`src/rtl/hb_pkg.sv`:
```
package hb_pkg;
   // direction pair {in_a, in_b}; the encoding is decoded bitwise per leg
   typedef enum logic [1:0] {
      MODE_BRK_LO = 2'b00,
      MODE_CCW    = 2'b01,
      MODE_CW     = 2'b10,
      MODE_BRK_HI = 2'b11
   } hb_mode_e;

   localparam int NUM_LEGS = 2;

   // direction bit of a leg: 1 selects its high-side, 0 its low-side
   function automatic logic leg_dir(input hb_mode_e m, input int leg);
      return (leg == 0) ? m[1] : m[0];
   endfunction

   function automatic logic mode_drives(input hb_mode_e m);
      return m[1] ^ m[0];
   endfunction
endpackage

```
`src/rtl/hb_sync.sv`:
```
module hb_sync #(
   parameter int WIDTH  = 1,
   parameter int STAGES = 2
) (
   input  logic             clk,
   input  logic             rst_n,
   input  logic [WIDTH-1:0] d,
   output logic [WIDTH-1:0] q
);
   generate
      if (STAGES < 2) begin : g_bad_stages
         $error("hb_sync: STAGES must be at least 2");
      end
      if (WIDTH < 1) begin : g_bad_width
         $error("hb_sync: WIDTH must be at least 1");
      end
   endgenerate

   logic [STAGES-1:0][WIDTH-1:0] stg;

   always_ff @(posedge clk or negedge rst_n) begin
      if (!rst_n) begin
         stg <= '0;
      end else begin
         stg[0] <= d;
         for (int i = 1; i < STAGES; i++) begin
            stg[i] <= stg[i-1];
         end
      end
   end

   assign q = stg[STAGES-1];
endmodule

```
`src/rtl/hb_leg_fault.sv`:
```
module hb_leg_fault (
   input  logic clk,
   input  logic rst_n,
   input  logic dir_s,
   input  logic fault_in,
   output logic flt_q
);
   logic dir_prev;
   logic dir_rise;

   assign dir_rise = dir_s & ~dir_prev;

   always_ff @(posedge clk or negedge rst_n) begin
      if (!rst_n) begin
         dir_prev <= 1'b0;
         flt_q    <= 1'b0;
      end else begin
         dir_prev <= dir_s;
         if (fault_in) begin
            flt_q <= 1'b1;
         end else if (dir_rise) begin
            flt_q <= 1'b0;
         end
      end
   end


   fault_set_chk: assert property (@(posedge clk) disable iff (!rst_n)
      $rose(flt_q) |-> $past(fault_in));


   fault_clear_chk: assert property (@(posedge clk) disable iff (!rst_n)
      $fell(flt_q) |-> ($past(dir_s) && !$past(dir_s, 2) && !$past(fault_in)));
endmodule

```
`src/rtl/hb_dead.sv`:
```
module hb_dead
   import hb_pkg::*;
#(
   parameter int DEAD_CYC = 40000,
   parameter int CNT_W    = $clog2(DEAD_CYC + 1)
) (
   input  logic     clk,
   input  logic     rst_n,
   input  hb_mode_e mode_tgt,
   output hb_mode_e mode_q,
   output logic     quiet
);
   localparam logic [CNT_W-1:0] LOAD = CNT_W'(DEAD_CYC);

   generate
      if (DEAD_CYC < 1) begin : g_bad_dead
         $error("hb_dead: DEAD_CYC must be at least 1");
      end
   endgenerate

   logic [CNT_W-1:0] cnt;

   always_ff @(posedge clk or negedge rst_n) begin
      if (!rst_n) begin
         mode_q <= MODE_BRK_LO;
         cnt    <= '0;
      end else if (mode_tgt != mode_q) begin
         mode_q <= mode_tgt;
         cnt    <= LOAD;
      end else if (cnt != '0) begin
         cnt <= cnt - 1'b1;
      end
   end

   assign quiet = (mode_tgt != mode_q) || (cnt != '0);


   dead_hold_chk: assert property (@(posedge clk) disable iff (!rst_n)
      (mode_q != $past(mode_q)) |-> quiet);
endmodule

```
`src/rtl/hbridge_ctrl.sv`:
```
module hbridge_ctrl
   import hb_pkg::*;
#(
   parameter int SYNC_STAGES = 2,
   parameter int DEAD_CYC    = 40000
) (
   input  logic       clk,
   input  logic       rst_n,
   input  logic       in_a,
   input  logic       in_b,
   input  logic       pwm_in,
   input  logic       en_a,
   input  logic       en_b,
   input  logic       cs_dis,
   input  logic       uv_flag,
   input  logic       ov_flag,
   input  logic [1:0] ot_hs,
   input  logic [1:0] oc_ls,
   output logic       hs_a_on,
   output logic       hs_b_on,
   output logic       ls_a_on,
   output logic       ls_b_on,
   output logic       diag_pd_a,
   output logic       diag_pd_b,
   output logic       sense_en,
   output logic       standby
);
   localparam int CNT_W  = $clog2(DEAD_CYC + 1);
   localparam int N_CMD  = 6;

   logic [N_CMD-1:0]    cmd_raw;
   logic [N_CMD-1:0]    cmd_s;
   logic [NUM_LEGS-1:0] dir_s;
   logic [NUM_LEGS-1:0] en_s;
   logic                pwm_s;
   logic                cs_s;
   hb_mode_e            mode_tgt;
   hb_mode_e            mode_q;
   logic                quiet;
   logic                supply_bad;
   logic [NUM_LEGS-1:0] flt;
   logic [NUM_LEGS-1:0] live;
   logic [NUM_LEGS-1:0] hs;
   logic [NUM_LEGS-1:0] ls;

   assign cmd_raw = {cs_dis, en_b, en_a, pwm_in, in_b, in_a};

   hb_sync #(.WIDTH(N_CMD), .STAGES(SYNC_STAGES)) u_sync (
      .clk   (clk),
      .rst_n (rst_n),
      .d     (cmd_raw),
      .q     (cmd_s)
   );

   assign dir_s    = cmd_s[1:0];
   assign pwm_s    = cmd_s[2];
   assign en_s     = cmd_s[4:3];
   assign cs_s     = cmd_s[5];
   assign mode_tgt = hb_mode_e'({dir_s[0], dir_s[1]});

   hb_dead #(.DEAD_CYC(DEAD_CYC), .CNT_W(CNT_W)) u_dead (
      .clk      (clk),
      .rst_n    (rst_n),
      .mode_tgt (mode_tgt),
      .mode_q   (mode_q),
      .quiet    (quiet)
   );

   assign supply_bad = uv_flag | ov_flag;

   generate
      for (genvar l = 0; l < NUM_LEGS; l++) begin : g_leg
         hb_leg_fault u_flt (
            .clk      (clk),
            .rst_n    (rst_n),
            .dir_s    (dir_s[l]),
            .fault_in (ot_hs[l] | oc_ls[l]),
            .flt_q    (flt[l])
         );
         assign live[l] = en_s[l] & ~flt[l] & ~supply_bad & ~quiet;
         assign hs[l]   = live[l] & leg_dir(mode_q, l);
         assign ls[l]   = live[l] & pwm_s & ~leg_dir(mode_q, l);
      end
   endgenerate

   assign hs_a_on   = hs[0];
   assign hs_b_on   = hs[1];
   assign ls_a_on   = ls[0];
   assign ls_b_on   = ls[1];
   assign diag_pd_a = flt[0];
   assign diag_pd_b = flt[1];
   assign sense_en  = ~cs_s & mode_drives(mode_q);
   assign standby   = ~(|dir_s) & ~pwm_s & ~(|en_s) & ~(|flt);


   no_shoot_a_chk: assert property (@(posedge clk) disable iff (!rst_n)
      (hs_a_on || ls_a_on) |-> !(hs_a_on && ls_a_on));

   no_shoot_b_chk: assert property (@(posedge clk) disable iff (!rst_n)
      (hs_b_on || ls_b_on) |-> !(hs_b_on && ls_b_on));

   gap_a_chk: assert property (@(posedge clk) disable iff (!rst_n)
      hs_a_on |=> !ls_a_on);

   gap_b_chk: assert property (@(posedge clk) disable iff (!rst_n)
      hs_b_on |=> !ls_b_on);

   supply_off_chk: assert property (@(posedge clk) disable iff (!rst_n)
      (uv_flag || ov_flag) |-> $countones({hs_a_on, hs_b_on, ls_a_on, ls_b_on}) == 0);

   pwm_off_chk: assert property (@(posedge clk) disable iff (!rst_n)
      !pwm_s |-> (!ls_a_on && !ls_b_on));

   diag_a_chk: assert property (@(posedge clk) disable iff (!rst_n)
      (ot_hs[0] || oc_ls[0]) |=> (diag_pd_a && !hs_a_on && !ls_a_on));

   diag_b_chk: assert property (@(posedge clk) disable iff (!rst_n)
      (ot_hs[1] || oc_ls[1]) |=> (diag_pd_b && !hs_b_on && !ls_b_on));
endmodule

```
`config.mk`:
```
export PLATFORM = sky130hd
export DESIGN_NAME = hbridge_ctrl
export DESIGN_NICKNAME = d
export VERILOG_FILES = /design/src/rtl/hb_pkg.sv /design/src/rtl/hb_sync.sv /design/src/rtl/hb_leg_fault.sv /design/src/rtl/hb_dead.sv /design/src/rtl/hbridge_ctrl.sv
export SDC_FILE = /design/constraint.sdc
export NUM_CORES = 1
export LEC_CHECK = 0
export ABC_AREA = 1
export CAP_MARGIN = 20
export CORE_MARGIN = 5
export CORE_UTILIZATION = 49
export DETAILED_ROUTE_END_ITERATION = 6
export PLACE_DENSITY_LB_ADDON = 0.3
export SYNTH_ARGS = -nofsm -noshare
export SYNTH_HDL_FRONTEND = slang
export SYNTH_HIERARCHICAL = 1
export SYNTH_SLANG_ARGS = --single-unit
export TNS_END_PERCENT = 1
```
`constraint.sdc`:
```
create_clock -name clk -period 1.75 [get_ports clk]
set_clock_uncertainty 0.15 [all_clocks]
set_input_delay 0.35 -clock clk [delete_from_list [all_inputs] [get_ports clk]]
set_output_delay 0.35 -clock clk [all_outputs]
set_load 0.01 [all_outputs]
```
==> flow_summary.html, run 1 <==
<table>
<tr><th>Metric</th><th>Value</th></tr>
<tr><th colspan="2">Run status</th></tr>
<tr><td>Status</td><td>finished with violations</td></tr>
<tr><td>Violations in the final reports</td><td>setup timing</td></tr>
<tr><th colspan="2">Power and ir drop</th></tr>
<tr><td>Largest voltage drop on the vdd net</td><td>0.641 mV</td></tr>
<tr><td>Pleak</td><td>~1.2 nW</td></tr>
<tr><td>Power density normalized to cell area</td><td>814 nW/µm²</td></tr>
<tr><td>Post-route total power</td><td>roughly 1.9 mW</td></tr>
<tr><th colspan="2">Yosys</th></tr>
<tr><td>Async S/R FF share, synth</td><td>100%</td></tr>
<tr><td>Post-synthesis adder-cell area fraction</td><td>0.722%</td></tr>
<tr><td>Post-synthesis cell area</td><td>approximately 1700 µm²</td></tr>
<tr><td>Distinct cell type count of the synthesized netlist</td><td>25</td></tr>
<tr><td>Area fraction in and, or, nand and nor cells after synthesis</td><td>between 30% and 40%</td></tr>
<tr><td>Number of flops mapped to enable cells by yosys</td><td>0</td></tr>
<tr><td>FF+latch count, synth</td><td>34</td></tr>
<tr><td>Sequential fraction of the synthesis area</td><td>between 40% and 50%</td></tr>
<tr><td>Dominant synthesized flop cell</td><td>dfrtp_1</td></tr>
<tr><td>Multiplexer fraction of the synthesized cell area</td><td>0%</td></tr>
<tr><td>Number of instances in the synthesized netlist</td><td>between 200 and 250</td></tr>
<tr><td>Yosys warning total</td><td>6</td></tr>
<tr><td>Proportion of netlist area held by the largest area contributor</td><td>between 40% and 50%</td></tr>
<tr><td>Post-synth top area cell</td><td>dfrtp_1</td></tr>
<tr><td>Leading cell types by total area after synthesis</td><td>dfrtp_1, nand2_1, nor2_1</td></tr>
<tr><td>Post-synthesis net count</td><td>~230</td></tr>
<tr><td>Top post-synthesis cells by count</td><td>nand2_1, dfrtp_1, nor2_1</td></tr>
<tr><td>Most instantiated library cell after synthesis</td><td>nand2_1</td></tr>
<tr><td>Syn_area_per_cell</td><td>around 8.1 µm²</td></tr>
<tr><td>Post-Synth XOR/XNOR Area</td><td>1.01%</td></tr>
<tr><td>Compound-cell area share of the yosys netlist</td><td>under 10%</td></tr>
<tr><td>Combinational family with the most area after synthesis</td><td>simple AND/OR/NAND/NOR gates</td></tr>
<tr><th colspan="2">STA</th></tr>
<tr><td>Setup Total Neg Slack</td><td>-1.57 ns</td></tr>
<tr><td>Final hold slack</td><td>0.207 ns</td></tr>
<tr><td>Worst setup slack after layout</td><td>-0.371 ns</td></tr>
<tr><td>Setup violation total in the final timing report</td><td>5</td></tr>
<tr><td>Remaining max-slew budget at the tightest pin</td><td>roughly four fifths</td></tr>
<tr><td>Period Utilization, post-route</td><td>121%</td></tr>
<tr><td>RSZ-0062 raised after global routing</td><td>true</td></tr>
<tr><td>Worst-Margin Slew</td><td>roughly 0.28 ns</td></tr>
<tr><td>Slew Limit Fails</td><td>0</td></tr>
<tr><td>Fin. Hold Viols</td><td>0</td></tr>
<tr><td>Achievable frequency</td><td>472 MHz</td></tr>
<tr><td>Tmin final</td><td>approximately 2.1 ns</td></tr>
<tr><th colspan="2">GRT</th></tr>
<tr><td>Grt met1 use</td><td>21.7%</td></tr>
<tr><td>Largest net degree at the start of global routing</td><td>35</td></tr>
<tr><td>Global-route wire length before repair</td><td>~6400 µm</td></tr>
<tr><td>Total grt overflow</td><td>0</td></tr>
<tr><td>Top Usage Layer GRT</td><td>met2</td></tr>
<tr><td>Vias in the first global route</td><td>approximately 1.4k</td></tr>
<tr><td>Number of antenna violations at the first check in global routing</td><td>0</td></tr>
<tr><td>Tot GR Track Use</td><td>16.8%</td></tr>
<tr><td>GRT met3 Usage</td><td>about 4.6%</td></tr>
<tr><td>Met2 track demand over resource</td><td>roughly a quarter</td></tr>
<tr><th colspan="2">Clocking</th></tr>
<tr><td>Register clock-pin slew on the reported worst setup and hold paths</td><td>0.11 ns</td></tr>
<tr><td>Clock tree from TritonCTS</td><td>built</td></tr>
<tr><td>Clock latency at the later pin of the worst-skew pair</td><td>0.33 ns</td></tr>
<tr><td>Deepest clock path buffer count</td><td>2</td></tr>
<tr><td>CTS buffer count</td><td>5</td></tr>
<tr><td>CTS sink count</td><td>34</td></tr>
<tr><td>Clk Tree Root Cell</td><td>clkbuf_4</td></tr>
<tr><td>Total number of H-tree levels</td><td>2</td></tr>
<tr><th colspan="2">Worst setup path</th></tr>
<tr><td>Startpoint types</td><td>register</td></tr>
<tr><td>Worst EP arrival</td><td>around 1.6 ns</td></tr>
<tr><td>Kind of critical path</td><td>register to output pin</td></tr>
<tr><td>Critical path launch point</td><td>u_dead/cnt[1]</td></tr>
<tr><td>Largest fanout on the critical path</td><td>2</td></tr>
<tr><td>Kind of end point of the critical path</td><td>output pin</td></tr>
<tr><td>Required time of the critical path</td><td>roughly 1.3 ns</td></tr>
<tr><td>Startpoint of the worst register-to-register path</td><td>u_dead/cnt[1]</td></tr>
<tr><td>Cell count of the worst reg-to-reg path</td><td>9</td></tr>
<tr><th colspan="2">Layout</th></tr>
<tr><td>Area delta synth-&gt;final</td><td>37.8%</td></tr>
<tr><td>Fraction of the core area covered by cells at the end of the flow</td><td>70.4%</td></tr>
<tr><td>Area of all placed cells without fillers</td><td>2390 µm²</td></tr>
<tr><td>Share of post-route cells with drive strength above 1</td><td>34.1%</td></tr>
<tr><td>Fin nets</td><td>between 200 and 300</td></tr>
<tr><td>Antenna diodes</td><td>0</td></tr>
<tr><td>Fill count</td><td>around 250</td></tr>
<tr><th colspan="2">Hold path</th></tr>
<tr><td>Min-delay worst type</td><td>register to register</td></tr>
<tr><td>Hold wc startpoint</td><td>u_sync/stg[1]</td></tr>
<tr><td>Number of cells on the worst hold path</td><td>0</td></tr>
<tr><th colspan="2">Flow run</th></tr>
<tr><td>Maxcap violations</td><td>0</td></tr>
<tr><th colspan="2">Drt</th></tr>
<tr><td>Drt total wl</td><td>3780 µm</td></tr>
<tr><td>Starting DRT DRC Count</td><td>just over 90</td></tr>
<tr><td>Via density per instance</td><td>roughly 4.7</td></tr>
<tr><td>Final routed DRC violation total</td><td>0</td></tr>
<tr><td>Antenna Violating Nets Remaining</td><td>0</td></tr>
<tr><td>Via count</td><td>approximately 1.5k</td></tr>
<tr><td>Detail-routed net length per standard cell</td><td>~12 µm</td></tr>
<tr><td>First-pass iteration count of the detailed router</td><td>4</td></tr>
<tr><th colspan="2">Floorplanning</th></tr>
<tr><td>Total number of placement rows</td><td>21</td></tr>
<tr><td>Die Y</td><td>between 60 and 70 µm</td></tr>
<tr><td>Die Footprint</td><td>a little under 5000 µm²</td></tr>
<tr><td>Die boundary width</td><td>between 60 and 70 µm</td></tr>
<tr><td>Initial core utilization</td><td>51.1%</td></tr>
<tr><td>Number of top-level design ports</td><td>22</td></tr>
<tr><td>Core area</td><td>approximately 3400 µm²</td></tr>
<tr><th colspan="2">Place</th></tr>
<tr><td>Placed wire-length estimate</td><td>2860 µm</td></tr>
<tr><td>Last weighted congestion value of the routability-driven placer</td><td>0.829</td></tr>
<tr><td># port buffers</td><td>21</td></tr>
<tr><td>Placed Area</td><td>between 2000 and 2500 µm²</td></tr>
</table>
==> placed cells by master, fill, tap and decap left out, types with 11 or more instances in the layout <==
cell type,netlist,final
nand2_1,50,47
buf_4,6,38
dfrtp_1,34,34
nor2_1,33,27
inv_1,30,25
clkdlybuf4s50_1,0,13
nand3_1,15,13
nor2_2,5,11
==> worst paths after layout <==
kind	endpoint	slack, ns
worst max-delay path	hs_a_on	-0.37
worst min-delay path	u_sync/q[1]	0.21
worst max register to register	u_dead/cnt[1]	0.14
worst min register to register	u_sync/q[1]	0.21
max in group asynchronous	g_leg[0].u_flt/dir_prev	1.06
min in group asynchronous	u_sync/stg[4]	0.22
==> state kept, by name, indices dropped and copies added (netlist names) <==
register / flops
u_dead/cnt: 16
u_sync/q: 6
u_sync/stg: 6
g_leg.u_flt/dir_prev: 2
g_leg.u_flt/flt_q: 2
u_dead/mode_q: 2
==> logic make-up (layout without fill, tap and decap cells) <==
| family | after synthesis | in the layout |
|---|---|---|
| fa+ha+maj | 1 | 1 |
| flops | 34 | 34 |
| compound gates | 9 | 9 |
| xor+xnor | 2 | 2 |
| simple gates | 126 | 126 |
| buf+inv | 41 | 101 |
==> power by group <==
part           switching [mW]  total (mW)  internal [mW]
registers              0.0264       0.851          0.825
logic                   0.201       0.376          0.175
clock network           0.269       0.716          0.447
total                   0.496        1.94           1.45
==> timing repair <==
item,CTS,global route
pin swaps,4,4
hold buffers,0,0
endpoints found under the setup margin,8,7
buffers inserted,2,1
gates resized for setup,37,7
==> cell type report <==
type | instances | area, µm² | share of cell area, %
Clock inverter | 3 | 68.8 | 2.88
Multi-Input combinational cell | 138 | 758 | 31.8
Sequential cell | 34 | 851 | 35.6
Timing Repair Buffer | 61 | 494 | 20.7
Inverter | 32 | 120 | 5.03
Clock buffer | 5 | 37.5 | 1.57
Tap cell | 46 | 57.6 | 2.41
==> worst max-delay path, cell delays in order (launching register included) <==
cell     delay [ns]
dfrtp_1        0.41
inv_2          0.08
ha_4           0.13
nand2_2        0.06
nor2_2         0.09
nand4_1        0.09
inv_2          0.12
nand3_4        0.09
nor2_2         0.09
buf_2          0.13
==> metal layers <==
| layer | part of all wire [%] | up-vias |
|---|---|---|
| li1 | - | 763 |
| met1 | 45 | 711 |
| met2 | 49 | 23 |
| met3 | 4.3 | 8 |
| met4 | 2.0 | 0 |
| met5 | 0 | - |
==> stage by stage <==
step	setup WS, ns	instances
after global routing	-0.501	319
after floorplan	-0.118	213
after global placement	-0.434	308
after CTS	-0.400	318
final	-0.371	319
after detailed placement	-0.511	308
Note: power is estimated with default switching activity, not from simulation.
==> run 2, diff against run 1 <==
--- a/config.mk
+++ b/config.mk
@@ -6,7 +6,6 @@
 export NUM_CORES = 1
 export LEC_CHECK = 0
 export ABC_AREA = 1
-export CAP_MARGIN = 20
 export CORE_MARGIN = 5
 export CORE_UTILIZATION = 49
 export DETAILED_ROUTE_END_ITERATION = 6
==> results of run 2 <==
Same layout as run 1: the final DEF is identical, and so are final timing and power.
